--- src/rtl/lapic_tmr_pkg.sv ---
// Shared types and helpers for the local interrupt countdown timer.
// Assumes a 32-bit vector entry with mode in 18:17, mask in 16, vector in 7:0.
package lapic_tmr_pkg;

    localparam int ENTRY_W  = 32;
    localparam int VEC_W    = 8;
    localparam int MODE_LSB = 17;
    localparam int MASK_BIT = 16;
    localparam int SHIFT_W  = 3;

    typedef enum logic [1:0] {
        TM_ONESHOT  = 2'b00,
        TM_PERIODIC = 2'b01,
        TM_DEADLINE = 2'b10,
        TM_RSVD     = 2'b11
    } tmr_mode_e;

    typedef struct packed {
        tmr_mode_e          mode;
        logic               mask;
        logic [VEC_W-1:0]   vec;
    } entry_t;

    // Map divide bits {3,1,0} to a shift: code+1 modulo 8 (111 -> 0).
    function automatic logic [SHIFT_W-1:0] div_to_shift(input logic [3:0] d);
        logic [SHIFT_W-1:0] code;
        code = {d[3], d[1], d[0]};
        return code + SHIFT_W'(1);
    endfunction

endpackage

--- src/rtl/lapic_tmr_cfg.sv ---
// Configuration registers: timer vector entry and divide setting.
// Assumes single-cycle write strobes. With DEADLINE_EN clear, the upper
// mode bit is dropped on write, so deadline mode can never be selected.
module lapic_tmr_cfg
    import lapic_tmr_pkg::*;
#(
    parameter bit DEADLINE_EN = 1'b1
) (
    input  logic                 clk,
    input  logic                 rst_n,
    input  logic                 divcfg_we,
    input  logic [3:0]           divcfg_wdata,
    input  logic                 entry_we,
    input  logic [ENTRY_W-1:0]   entry_wdata,
    output entry_t               entry,
    output logic [SHIFT_W-1:0]   shift
);

    logic [3:0] div_q;
    entry_t     entry_q;

    // Hold the divide setting; reset gives a shift of 1.
    always_ff @(posedge clk) begin
        if (!rst_n)         div_q <= '0;
        else if (divcfg_we) div_q <= divcfg_wdata;
    end

    // Hold the vector entry; reset leaves it masked, one-shot, vector 0.
    always_ff @(posedge clk) begin
        if (!rst_n) begin
            entry_q.mode <= TM_ONESHOT;
            entry_q.mask <= 1'b1;
            entry_q.vec  <= '0;
        end else if (entry_we) begin
            entry_q.mode <= tmr_mode_e'({entry_wdata[MODE_LSB+1] & DEADLINE_EN,
                                         entry_wdata[MODE_LSB]});
            entry_q.mask <= entry_wdata[MASK_BIT];
            entry_q.vec  <= entry_wdata[VEC_W-1:0];
        end
    end

    // Decode the stored divide bits into a shift amount.
    always_comb shift = div_to_shift(div_q);

    assign entry = entry_q;

endmodule

--- src/rtl/lapic_tmr_prescale.sv ---
// Prescaler: gives one tick every 2^shift clocks while run is high.
// Assumes clear restarts the phase; a stopped timer keeps the phase at 0.
module lapic_tmr_prescale
    import lapic_tmr_pkg::*;
#(
    parameter int SH_W = SHIFT_W
) (
    input  logic             clk,
    input  logic             rst_n,
    input  logic             run,
    input  logic             clear,
    input  logic [SH_W-1:0]  shift,
    output logic             tick
);

    localparam int PRE_W = (1 << SH_W) - 1;

    logic [PRE_W-1:0] pre_q;
    logic [PRE_W:0]   span;
    logic [PRE_W-1:0] lim;

    // Terminal phase value for the selected shift.
    always_comb begin
        span = (PRE_W+1)'(1) << shift;
        lim  = PRE_W'(span - (PRE_W+1)'(1));
        tick = run && (pre_q >= lim);
    end

    // Advance the phase counter; wrap on a tick, zero when idle or cleared.
    always_ff @(posedge clk) begin
        if (!rst_n)                      pre_q <= '0;
        else if (clear || !run || tick)  pre_q <= '0;
        else                             pre_q <= pre_q + PRE_W'(1);
    end

endmodule

--- src/rtl/lapic_tmr_core.sv ---
// Countdown core: holds the initial and current count, runs the mode
// dependent expiry and registers the interrupt request.
// Assumes a load and an expiry in one cycle resolve in favour of the load.
module lapic_tmr_core
    import lapic_tmr_pkg::*;
#(
    parameter int CNT_W = 32
) (
    input  logic              clk,
    input  logic              rst_n,
    input  logic              ld_we,
    input  logic [CNT_W-1:0]  ld_val,
    input  entry_t            entry,
    input  logic              tick,
    output logic              run,
    output logic              restart,
    output logic [CNT_W-1:0]  cur_count,
    output logic              irq_req,
    output logic [VEC_W-1:0]  irq_vector
);

    logic [CNT_W-1:0] init_q;
    logic [CNT_W-1:0] cur_q;
    logic             running_q;
    logic             frozen;
    logic             step;
    logic             expire;

    // Qualify loads and count steps against the current mode.
    always_comb begin
        frozen  = (entry.mode == TM_DEADLINE);
        restart = ld_we && !frozen;
        run     = running_q && !frozen;
        step    = run && tick;
        expire  = step && (cur_q == CNT_W'(1));
    end

    // Keep the initial count for periodic reloads.
    always_ff @(posedge clk) begin
        if (!rst_n)       init_q <= '0;
        else if (restart) init_q <= ld_val;
    end

    // Load, decrement, reload or park the current count.
    always_ff @(posedge clk) begin
        if (!rst_n) begin
            cur_q     <= '0;
            running_q <= 1'b0;
        end else if (restart) begin
            cur_q     <= ld_val;
            running_q <= |ld_val;
        end else if (expire) begin
            if (entry.mode == TM_PERIODIC) begin
                cur_q     <= init_q;
                running_q <= |init_q;
            end else begin
                cur_q     <= '0;
                running_q <= 1'b0;
            end
        end else if (step) begin
            cur_q <= cur_q - CNT_W'(1);
        end
    end

    // Register the one-cycle request and its vector.
    always_ff @(posedge clk) begin
        if (!rst_n) begin
            irq_req    <= 1'b0;
            irq_vector <= '0;
        end else begin
            irq_req <= expire && !restart && !entry.mask;
            if (expire) irq_vector <= entry.vec;
        end
    end

    assign cur_count = cur_q;

endmodule

--- src/rtl/lapic_tmr.sv ---
// Top of the local interrupt countdown timer: configuration registers,
// prescaler and countdown core. Assumes one write strobe per register.
module lapic_tmr
    import lapic_tmr_pkg::*;
#(
    parameter int CNT_W       = 32,
    parameter bit DEADLINE_EN = 1'b1
) (
    input  logic                clk,
    input  logic                rst_n,
    input  logic                icount_we,
    input  logic [CNT_W-1:0]    icount_wdata,
    input  logic                divcfg_we,
    input  logic [3:0]          divcfg_wdata,
    input  logic                entry_we,
    input  logic [ENTRY_W-1:0]  entry_wdata,
    output logic [CNT_W-1:0]    cur_count,
    output logic                irq_req,
    output logic [VEC_W-1:0]    irq_vector
);

    entry_t               lvt;
    logic [SHIFT_W-1:0]   shift;
    logic                 tick;
    logic                 run;
    logic                 restart;
    logic [1:0]           lvt_mode;
    logic                 lvt_mask;
    logic [VEC_W-1:0]     lvt_vec;

    lapic_tmr_cfg #(.DEADLINE_EN(DEADLINE_EN)) u_cfg (
        .clk          (clk),
        .rst_n        (rst_n),
        .divcfg_we    (divcfg_we),
        .divcfg_wdata (divcfg_wdata),
        .entry_we     (entry_we),
        .entry_wdata  (entry_wdata),
        .entry        (lvt),
        .shift        (shift)
    );

    lapic_tmr_prescale #(.SH_W(SHIFT_W)) u_pre (
        .clk   (clk),
        .rst_n (rst_n),
        .run   (run),
        .clear (restart),
        .shift (shift),
        .tick  (tick)
    );

    lapic_tmr_core #(.CNT_W(CNT_W)) u_core (
        .clk        (clk),
        .rst_n      (rst_n),
        .ld_we      (icount_we),
        .ld_val     (icount_wdata),
        .entry      (lvt),
        .tick       (tick),
        .run        (run),
        .restart    (restart),
        .cur_count  (cur_count),
        .irq_req    (irq_req),
        .irq_vector (irq_vector)
    );

    // Split the entry fields for observation by the checker.
    always_comb begin
        lvt_mode = lvt.mode;
        lvt_mask = lvt.mask;
        lvt_vec  = lvt.vec;
    end

endmodule

--- config.mk ---
export PLATFORM = sky130hd
export DESIGN_NAME = lapic_tmr
export DESIGN_NICKNAME = d
export VERILOG_FILES = /design/src/rtl/lapic_tmr_pkg.sv /design/src/rtl/lapic_tmr_cfg.sv /design/src/rtl/lapic_tmr_prescale.sv /design/src/rtl/lapic_tmr_core.sv /design/src/rtl/lapic_tmr.sv
export SDC_FILE = /design/constraint.sdc
export NUM_CORES = 1
export LEC_CHECK = 0
export ABC_AREA = 0
export BUFFER_PORTS_ARGS = -buffer_cell sky130_fd_sc_hd__buf_2
export CAP_MARGIN = 20
export CORE_ASPECT_RATIO = 0.75
export CORE_MARGIN = 2
export CORE_UTILIZATION = 30
export CTS_BUF_LIST = sky130_fd_sc_hd__clkbuf_4
export DETAILED_ROUTE_END_ITERATION = 6
export PLACE_DENSITY_LB_ADDON = 0.08
export SETUP_SLACK_MARGIN = 0.2
export SYNTH_ARGS = -nofsm -noshare
export SYNTH_HDL_FRONTEND = slang
export SYNTH_SLANG_ARGS = --single-unit
--- constraint.sdc ---
create_clock -name clk -period 5 [get_ports clk]
set_input_delay 1 -clock clk [delete_from_list [all_inputs] [get_ports clk]]
set_output_delay 1 -clock clk [all_outputs]
set_load 0.01 [all_outputs]
Word-level counts from Yosys, hierarchy flattened
Index checks and enable logic that the tools add are counted.

Latch bits: 0. RAM bits: 0. Register bits: 96. Input port bits: 73. Word-level logic and storage cells: 45. Bits in read-only memories: 0. Memories: 0. Output and inout bits: 41.

Divide/modulo/power cells: 0. Add/sub/neg operators: 4. Shift operators: 1. Multipliers: 0. Order comparisons: 1. Muxes and demuxes: 7. Bitwise gates (word level): 1. Equal/unequal tests: 3. Reductions and logical operators: 18.

Operator list (count): 32-bit two-way mux (4); 32-bit OR reduction (2); 32-bit by 1-bit == test with 1-bit output (second input constant) (1); 32-bit by 1-bit subtractor with 32-bit output (second input constant) (1); 7-bit by 1-bit adder with 7-bit output (second input constant) (1); 7-bit >= comparator (1); 1-bit logical AND (7); 1-bit by 3-bit << shifter with 7-bit output (first input constant) (1); 7-bit by 1-bit subtractor with 7-bit output (second input constant) (1); 1-bit logical NOT (4); 3-bit by 1-bit adder with 3-bit output (second input constant) (1); 1-bit two-way mux (3); 3-bit nonzero test (1); 2-bit by 1-bit == test with 1-bit output (second input constant) (1); 2-bit == test (second input constant) (1); 1-bit logical OR (2); 2-bit nonzero test (1); 2-bit OR reduction (1); 1-bit NOT (1).

Longest topological paths before layout
Gate-level depths: netlist (run 1).

Depth in word-level cells: 9. Mapped depth: 16. Gate-level depth less buffers: 13.

Hierarchy
Synthesis (run 1) repeated with hierarchy kept, for this count alone.

Cells, all modules: 631. Area total of the unflattened synthesis: 5083.6 um2.

By module, submodules not included: lapic_tmr_core (cells an instance 533, times used 1, area each 4046.4 um2, seq. area each 1481.4 um2); lapic_tmr_cfg (cells an instance 47, times used 1, area each 545.5 um2, seq. area each 280.3 um2); lapic_tmr_prescale (cells an instance 51, times used 1, area each 491.7 um2, seq. area each 140.1 um2).

Least setup slack after synthesis (run 1)
OpenSTA, ideal clock, no wires.

Kind: flip-flop to flip-flop. Start: register u_cfg.div_q[0]. End: register u_core.cur_q[23] (netlist: u_core.cur_count[23]). Setup slack: 1.558 ns. Arrival: 3.318 ns. Setup time: 0.124 ns. Data required time: 4.876 ns. Period minus slack after synthesis: 3.442 ns. Stages on the path, launching flop included: 17. Buffers on the path: 3. Cell sequence: dfxtp_1 clkbuf_1 or3_1 ha_1 nor2_1 a21oi_1 nor2_1 a31oi_1 ha_1 and2_0 a221o_1 a41oi_1 or3_1 clkbuf_1 clkbuf_1 nor2_1 o2bb2ai_1.

Word-level cells in the longest chain between the ends: 9. Elaborated cells between the ends (all ways): 10. Classes of those cells: add/sub: 2; order compare: 1; shift: 1; mux: 2; reduce/logical: 4.

Ends and longest elaborated chain: start: declaration (RTL line lapic_tmr_cfg.sv:19) `logic [3:0] div_q;`; start signal: assignment (RTL line lapic_tmr_cfg.sv:25) `else if (divcfg_we) div_q <= divcfg_wdata;`; 3-bit by 1-bit adder with 3-bit output (*) (RTL line lapic_tmr_pkg.sv:28) `return code + SHIFT_W'(1);`; 1-bit by 3-bit << shifter with 7-bit output (*) (RTL line lapic_tmr_prescale.sv:24) `span = (PRE_W+1)'(1) << shift;`; 7-bit by 1-bit subtractor with 7-bit output (*) (RTL line lapic_tmr_prescale.sv:25) `lim = PRE_W'(span - (PRE_W+1)'(1));`; 7-bit >= comparator (*) (RTL line lapic_tmr_prescale.sv:26) `tick = run && (pre_q >= lim);`; 1-bit logical AND (*) (RTL line lapic_tmr_prescale.sv:26); 1-bit logical AND (*) (RTL line lapic_tmr_core.sv:34) `step = run && tick;`; 1-bit logical AND (RTL line lapic_tmr_core.sv:35) `expire = step && (cur_q == CNT_W'(1));`; 32-bit two-way mux (RTL line lapic_tmr_core.sv:52) `end else if (expire) begin`; 32-bit two-way mux (RTL line lapic_tmr_core.sv:49) `end else if (restart) begin`; end signal: assignment (RTL line lapic_tmr_core.sv:50) `cur_q <= ld_val;`; end signal: assignment (RTL line lapic_tmr_core.sv:54) `cur_q <= init_q;`; end signal: assignment (RTL line lapic_tmr_core.sv:61) `cur_q <= cur_q - CNT_W'(1);`; end: declaration (RTL line lapic_tmr_core.sv:23) `logic [CNT_W-1:0] cur_q;`.

Mark *: on every way between the ends. The rest lies on a longest branch, timed or not. A chain may end at the register's enable or synchronous reset.

Worst setup path after layout (run 1)
Start: register u_cfg.div_q[0]. End: register u_core.cur_q[28] (netlist: u_core.cur_count[28]).

The elaborated chain is that of the path after synthesis.

==> results of run 1 <==
stage by stage:
step / cells / util, %
2_1_floorplan: 629 / -
3_3_place_gp: 899 / 34.9
3_5_place_dp: 899 / 34.9
4_1_cts: 915 / 35.9
5_1_grt: 915 / 35.9
6_report: 915 / 35.9
cell usage after synthesis (5+ instances only):
| library cell | number |
|---|---|
| o21ai_0 | 14 |
| mux2i_1 | 14 |
| clkbuf_1 | 35 |
| xnor2_1 | 9 |
| a21boi_0 | 18 |
| and3_1 | 8 |
| o32ai_1 | 9 |
| or3_1 | 8 |
| nand3_1 | 13 |
| dfxtp_1 | 95 |
| nor2_1 | 48 |
| a21oi_1 | 75 |
| ha_1 | 11 |
| nor4_1 | 28 |
| xor2_1 | 20 |
| nand4_1 | 12 |
| nor3_1 | 16 |
| a31oi_1 | 6 |
| nor2b_1 | 5 |
| nand2_1 | 108 |
report_power, final:
group | total (mW) | switching [mW] | internal (mW)
Combinational | 0.337 | 0.208 | 0.129
Sequential | 0.851 | 0.0534 | 0.798
Clock | 0.509 | 0.301 | 0.208
Total | 1.70 | 0.563 | 1.13
path summary, 6_finish.rpt:
check,start,to
worst max register to register,u_cfg.div_q[0]$_SDFFE_PN0P_,u_core.cur_count[28]$_SDFFE_PN0P_
worst min register to register,u_cfg.entry[8]$_SDFFE_PN1P_,u_core.irq_req$_SDFF_PN0_
worst min-delay path,u_cfg.entry[8]$_SDFFE_PN1P_,u_core.irq_req$_SDFF_PN0_
worst max-delay path,u_cfg.div_q[0]$_SDFFE_PN0P_,u_core.cur_count[28]$_SDFFE_PN0P_
kinds of logic (layout without fill, tap and decap cells):
| group | Yosys count | after routing | share of synthesized area [%] |
|---|---|---|---|
| xor gates and xnor gates | 29 | 29 | 5.05 |
| muxes | 15 | 15 | 3.01 |
| and+or+nand+nor | 268 | 268 | 26.6 |
| DFF | 95 | 95 | 37.8 |
| AOI/OAI and AO/OA | 165 | 165 | 21.0 |
| adders and majority gates | 11 | 11 | 2.74 |
| buffers and inverters | 46 | 122 | 3.76 |
registers in the layout, summed over array words and instances (netlist names):
| register | flops |
|---|---|
| u_core.running_q | 1 |
| u_cfg.entry | 11 |
| u_core.cur_count | 32 |
| u_pre.pre_q | 7 |
| u_core.irq_vector | 8 |
| u_core.irq_req | 1 |
| u_core.init_q | 32 |
| u_cfg.div_q | 3 |
cells in the final DEF (no fill, tap or decap), types with 6 or more instances in the layout:
cell,count
xnor2_1,9
nor3_1,16
a21oi_1,75
o32ai_1,9
dfxtp_1,95
buf_2,91
nor2_1,48
nand3_1,13
nor4_1,27
mux2i_1,14
clkbuf_4,9
nand4_1,12
and3_1,8
a31oi_1,6
a21boi_0,18
ha_1,11
o21ai_0,14
xor2_1,20
or3_1,8
buf_4,10
nand2_1,108
layer usage:
metal  vias up  share of wire (%)
li1       2433                  -
met1      2373                 51
met2       148                 40
met3        13                7.2
met4         0               0.94
met5         -                  0
cell type report:
| cell class | instances | area [sq um] | share of cell area (%) |
|---|---|---|---|
| Sequential cell | 95 | 1900 | 32.6 |
| Tap cell | 210 | 263 | 4.51 |
| Timing Repair Buffer | 101 | 531 | 9.10 |
| Inverter | 5 | 18.8 | 0.322 |
| Clock inverter | 7 | 104 | 1.78 |
| Clock buffer | 9 | 67.6 | 1.16 |
| Multi-Input combinational cell | 488 | 2940 | 50.5 |
worst register-to-register path, stage by stage, from the launching register on:
cell and delay, ps:
dfxtp_1 430, or3_1 410, ha_1 290, nor2_1 130, a21oi_1 50, nor2_1 130
a31oi_1 60, ha_1 310, and2_0 180, a221o_1 330, a41oi_1 530, nor2_1 380
a221o_1 370, a32o_1 250
==> out/metrics.cfg, run 1 <==
[route]
viasPerCell=5.43
wl_microns=17500
drt_iter0_markers=428
vias=4967
antenna_left=0
dr.pass1.iters=5
post_drt_wl_per_cell_microns=19.1
drcViolationCount=0

[floorplan]
die-area_sq_mm=0.0178
dieHeight_microns=116
start_util_pct=31.0
fp-row-count=40
core_sq_mm=0.0162
io_pins=114
die_w_microns=153

[critical_path]
crit_type=reg2reg
crit_path_top_delay_cell=a41oi_1
ff2ff_setup_slack_ps=1090
max_stage_delay_ps=530
crit_top_cell=nor2_1
cp_num_buf_inv=0
critPathTopFamily=compound AO/OA/AOI/OAI gates
worstPathCellList=or3_1, ha_1, nor2_1, a21oi_1, nor2_1, a31oi_1, ha_1, and2_0, a221o_1, a41oi_1, nor2_1, a221o_1, a32o_1
r2r_cells=13
worst-path-max-fanout=9
arrival_ps=4320
critical_path_cell_count=13
end_kind=flip-flop
cp.required_ps=5410
cp-start-kind=flip-flop

[final_layout]
area_growth_pct=16.0
drive_gt1_share_pct=18.6
nets=784
diodes=0
nFillCells=1738
fin_area_sq_mm=0.00583

[cts]
htreeDepth=3
clock_latency_ps=500
clock_sinks=95
cts_buffers=9
cts_buffer_depth=2
cts_setup_buffers=0
cts.clk_slew.worst_paths_ps=160
clockRootBuffer=clkbuf_4
cts_tree=built
cts-hold-fix-buffers=0
post_cts_resized=0

[timing]
maxSlewHeadroom_pct=31.6
rsz0062_at_grt=no
finalCritPeriodShare_pct=78.1
hold_violations=0
slew_violations=0
min_period_ps=3910
worst_pin_slew_ps=1020
setup_ws_ps=1090
clock_skew_ps=35.3
setup_violations=0
clock.fmax_mhz=256
timing.hold.ws_ps=436
finalSetupTns_ps=0

[synthesis]
ys_types=63
async_reset_ff_share_pct=0
yosysSeqAreaShare_pct=37.8
synthCells=629
yosys_register_bits=95
synth-edff-count=0
synth_fp_nets=713
yosys.area.top_type_share_pct=37.8
ys_warn_count=0
synth.area.top_cells=dfxtp_1 38%, nand2_1 8.1%, a21oi_1 7.5%, nor2_1 3.6%, nor4_1 3.5%
synth_top_cell_by_area=dfxtp_1
syn_area_sq_mm=0.00503
syn_area_per_cell_sq_um=7.99
synthFlopType=dfxtp_1

[pwr]
p_total_mw=1.70
p_per_area_mw_per_mm2=291
total_leakage_power_nw=2.38
ir_worst_vdd_v=0.000123

[hold_path]
hold_depth=1
hold_path_class=reg2reg

[global_routing]
grt_overflow=0
grt_use_met3_pct=4.86
grt_util_met1_pct=30.3
grt_max_degree=58
antenna_found_initial=0
busiest_layer=met1
grt_pass1_wl_microns=27600
met2_usage_pct=29.0
grt_pass1_vias=4655
track_usage_pct=20.1

[run_status]
run_status=completed

[placed_design]
dp_slack_ps=1160
gp_congestion=0.766
hpwl_microns=12200
postPlaceCellArea_sq_mm=0.00566
portBuffers=91

[flow_run]
drv_cap=0

(Power assumes the default switching activity.)
==> run 2: changes to the inputs <==
Clock period 5 ns to 3.4 ns, I/O delays scaled along.
==> out/metrics.cfg, run 2 (synthesized netlist as in run 1, its figures left out) <==
[run_status]
run_status=completed

[hold_path]
hold_path_class=in2reg
hold_depth=3  ; +2

[timing]
min_period_ps=3140  ; -766 ps
clock_skew_ps=15.4  ; -19.9 ps
clock.fmax_mhz=319  ; +24%
hold_violations=0  ; unchanged
rsz0062_at_grt=yes
finalCritPeriodShare_pct=92.3  ; +14 points
setup_violations=0  ; unchanged
worst_pin_slew_ps=744  ; -280 ps
slew_violations=0  ; unchanged
setup_ws_ps=261  ; -834 ps
finalSetupTns_ps=0  ; unchanged
maxSlewHeadroom_pct=50.2  ; +19 points

[floorplan]
dieHeight_microns=116  ; unchanged
core_sq_mm=0.0162  ; unchanged
fp-row-count=40  ; unchanged
io_pins=114  ; unchanged
die-area_sq_mm=0.0178  ; unchanged
die_w_microns=153  ; unchanged
start_util_pct=31.0  ; unchanged

[critical_path]
crit_type=reg2reg
end_kind=flip-flop
cp.required_ps=3800  ; -1610 ps
r2r_cells=12  ; -1
cp-start-kind=flip-flop
arrival_ps=3540  ; -780 ps
worst-path-max-fanout=6  ; -3

[final_layout]
area_growth_pct=22.2
drive_gt1_share_pct=23.5  ; +4.9 points
diodes=0  ; unchanged
layout_commonest_cell=nand2_1
final_cell_mix=108 x nand2_1, 94 x dfxtp_1, 91 x buf_2, 73 x a21oi_1, 46 x nor2_1
fin_area_sq_mm=0.00614  ; +5.3%
nets=808  ; +3.1%

[route]
antenna_left=0  ; unchanged
viasPerCell=5.40  ; -0.44%
wl_microns=17700  ; +1.2%
drcViolationCount=0  ; unchanged
vias=5075  ; +2.2%
drt_iter0_markers=359  ; -16%
dr.pass1.iters=5  ; unchanged
post_drt_wl_per_cell_microns=18.9  ; -1.4%

[flow_run]
drv_cap=0  ; unchanged

[cts]
cts_tree=built
cts_buffers=9  ; unchanged
cts_buffer_depth=2  ; unchanged
htreeDepth=3  ; unchanged
clock_sinks=95  ; unchanged
clockRootBuffer=clkbuf_4
clock_latency_ps=490  ; about the same
cts-hold-fix-buffers=0  ; unchanged
cts.clk_slew.worst_paths_ps=170  ; about the same

[pwr]
p_per_area_mw_per_mm2=394  ; +35%
ir_worst_vdd_v=0.000140  ; +13%
total_leakage_power_nw=2.51  ; +5.5%

[placed_design]
dp_slack_ps=127  ; -1030 ps
hpwl_microns=12600  ; +3.7%
postPlaceCellArea_sq_mm=0.00587  ; +3.7%
portBuffers=91  ; unchanged
gp_congestion=0.782  ; +2.2%

[global_routing]
grt_pass1_vias=4733  ; +1.7%
grt_max_degree=45  ; -22%
antenna_found_initial=0  ; unchanged
grt_overflow=0  ; unchanged
track_usage_pct=19.8  ; -0.27 points
grt_pass1_wl_microns=27400  ; -1.0%

run 2: what timing repair did:
item                                    in CTS  in global routing
resized for setup                            1                 20
setup buffers                                0                  6
pin swaps                                    0                  7
endpoints found under the setup margin      15                 47
run 2: final cells by class:
| class | count | area [sq um] |
|---|---|---|
| Multi-Input combinational cell | 488 | 3060 |
| Clock buffer | 9 | 67.6 |
| Timing Repair Buffer | 125 | 764 |
| Tap cell | 210 | 263 |
| Fill cell | 1737 | 10100 |
| Sequential cell | 95 | 1900 |
| Clock inverter | 7 | 65.1 |
| Inverter | 5 | 18.8 |
run 2: worst max-delay path, stage by stage (launching register included):
cell	delay [ps]
dfxtp_2	370
or3_4	370
ha_4	200
a21oi_2	110
nor2_1	40
a31oi_1	170
ha_1	280
and2_4	160
a221o_1	380
a41oi_4	340
nor2_4	90
a221o_1	300
a32o_1	240
run 2: metrics by stage:
step,power [mW],hold WS (ps),cells,utilization [%]
floorplan,1.58,401,629,-
global placement,1.79,410,917,36.2
detailed placement,1.79,427,917,36.2
CTS,2.42,374,933,37.0
global route,2.55,395,939,37.9
finish,2.42,410,939,37.9
run 2: report_power, final:
group	total, mW	switching, mW	leakage [nW]	internal (mW)
Sequential	1.25	0.0761	0.780	1.17
Clock	0.618	0.451	0.0705	0.167
Combinational	0.551	0.326	1.66	0.225
run 2: final timing paths:
kind / startpoint / to / slack [ps]
setup / recovery: u_cfg.div_q[1]$_SDFFE_PN0P_ / u_core.cur_count[28]$_SDFFE_PN0P_ / 260
hold / removal: entry_wdata[7] / u_cfg.entry[7]$_SDFFE_PN0P_ / 410
setup reg to reg: u_cfg.div_q[1]$_SDFFE_PN0P_ / u_core.cur_count[28]$_SDFFE_PN0P_ / 260
hold reg to reg: u_cfg.entry[8]$_SDFFE_PN1P_ / u_core.irq_req$_SDFF_PN0_ / 440
run 2: per-layer routing:
layer,part of all wire [%],track usage (%),vias up
met1,52,30.3,2400
li1,-,-,2491
met3,5.9,3.71,17
met4,1.2,5.02,0
met5,0,0,-
met2,41,28.5,167
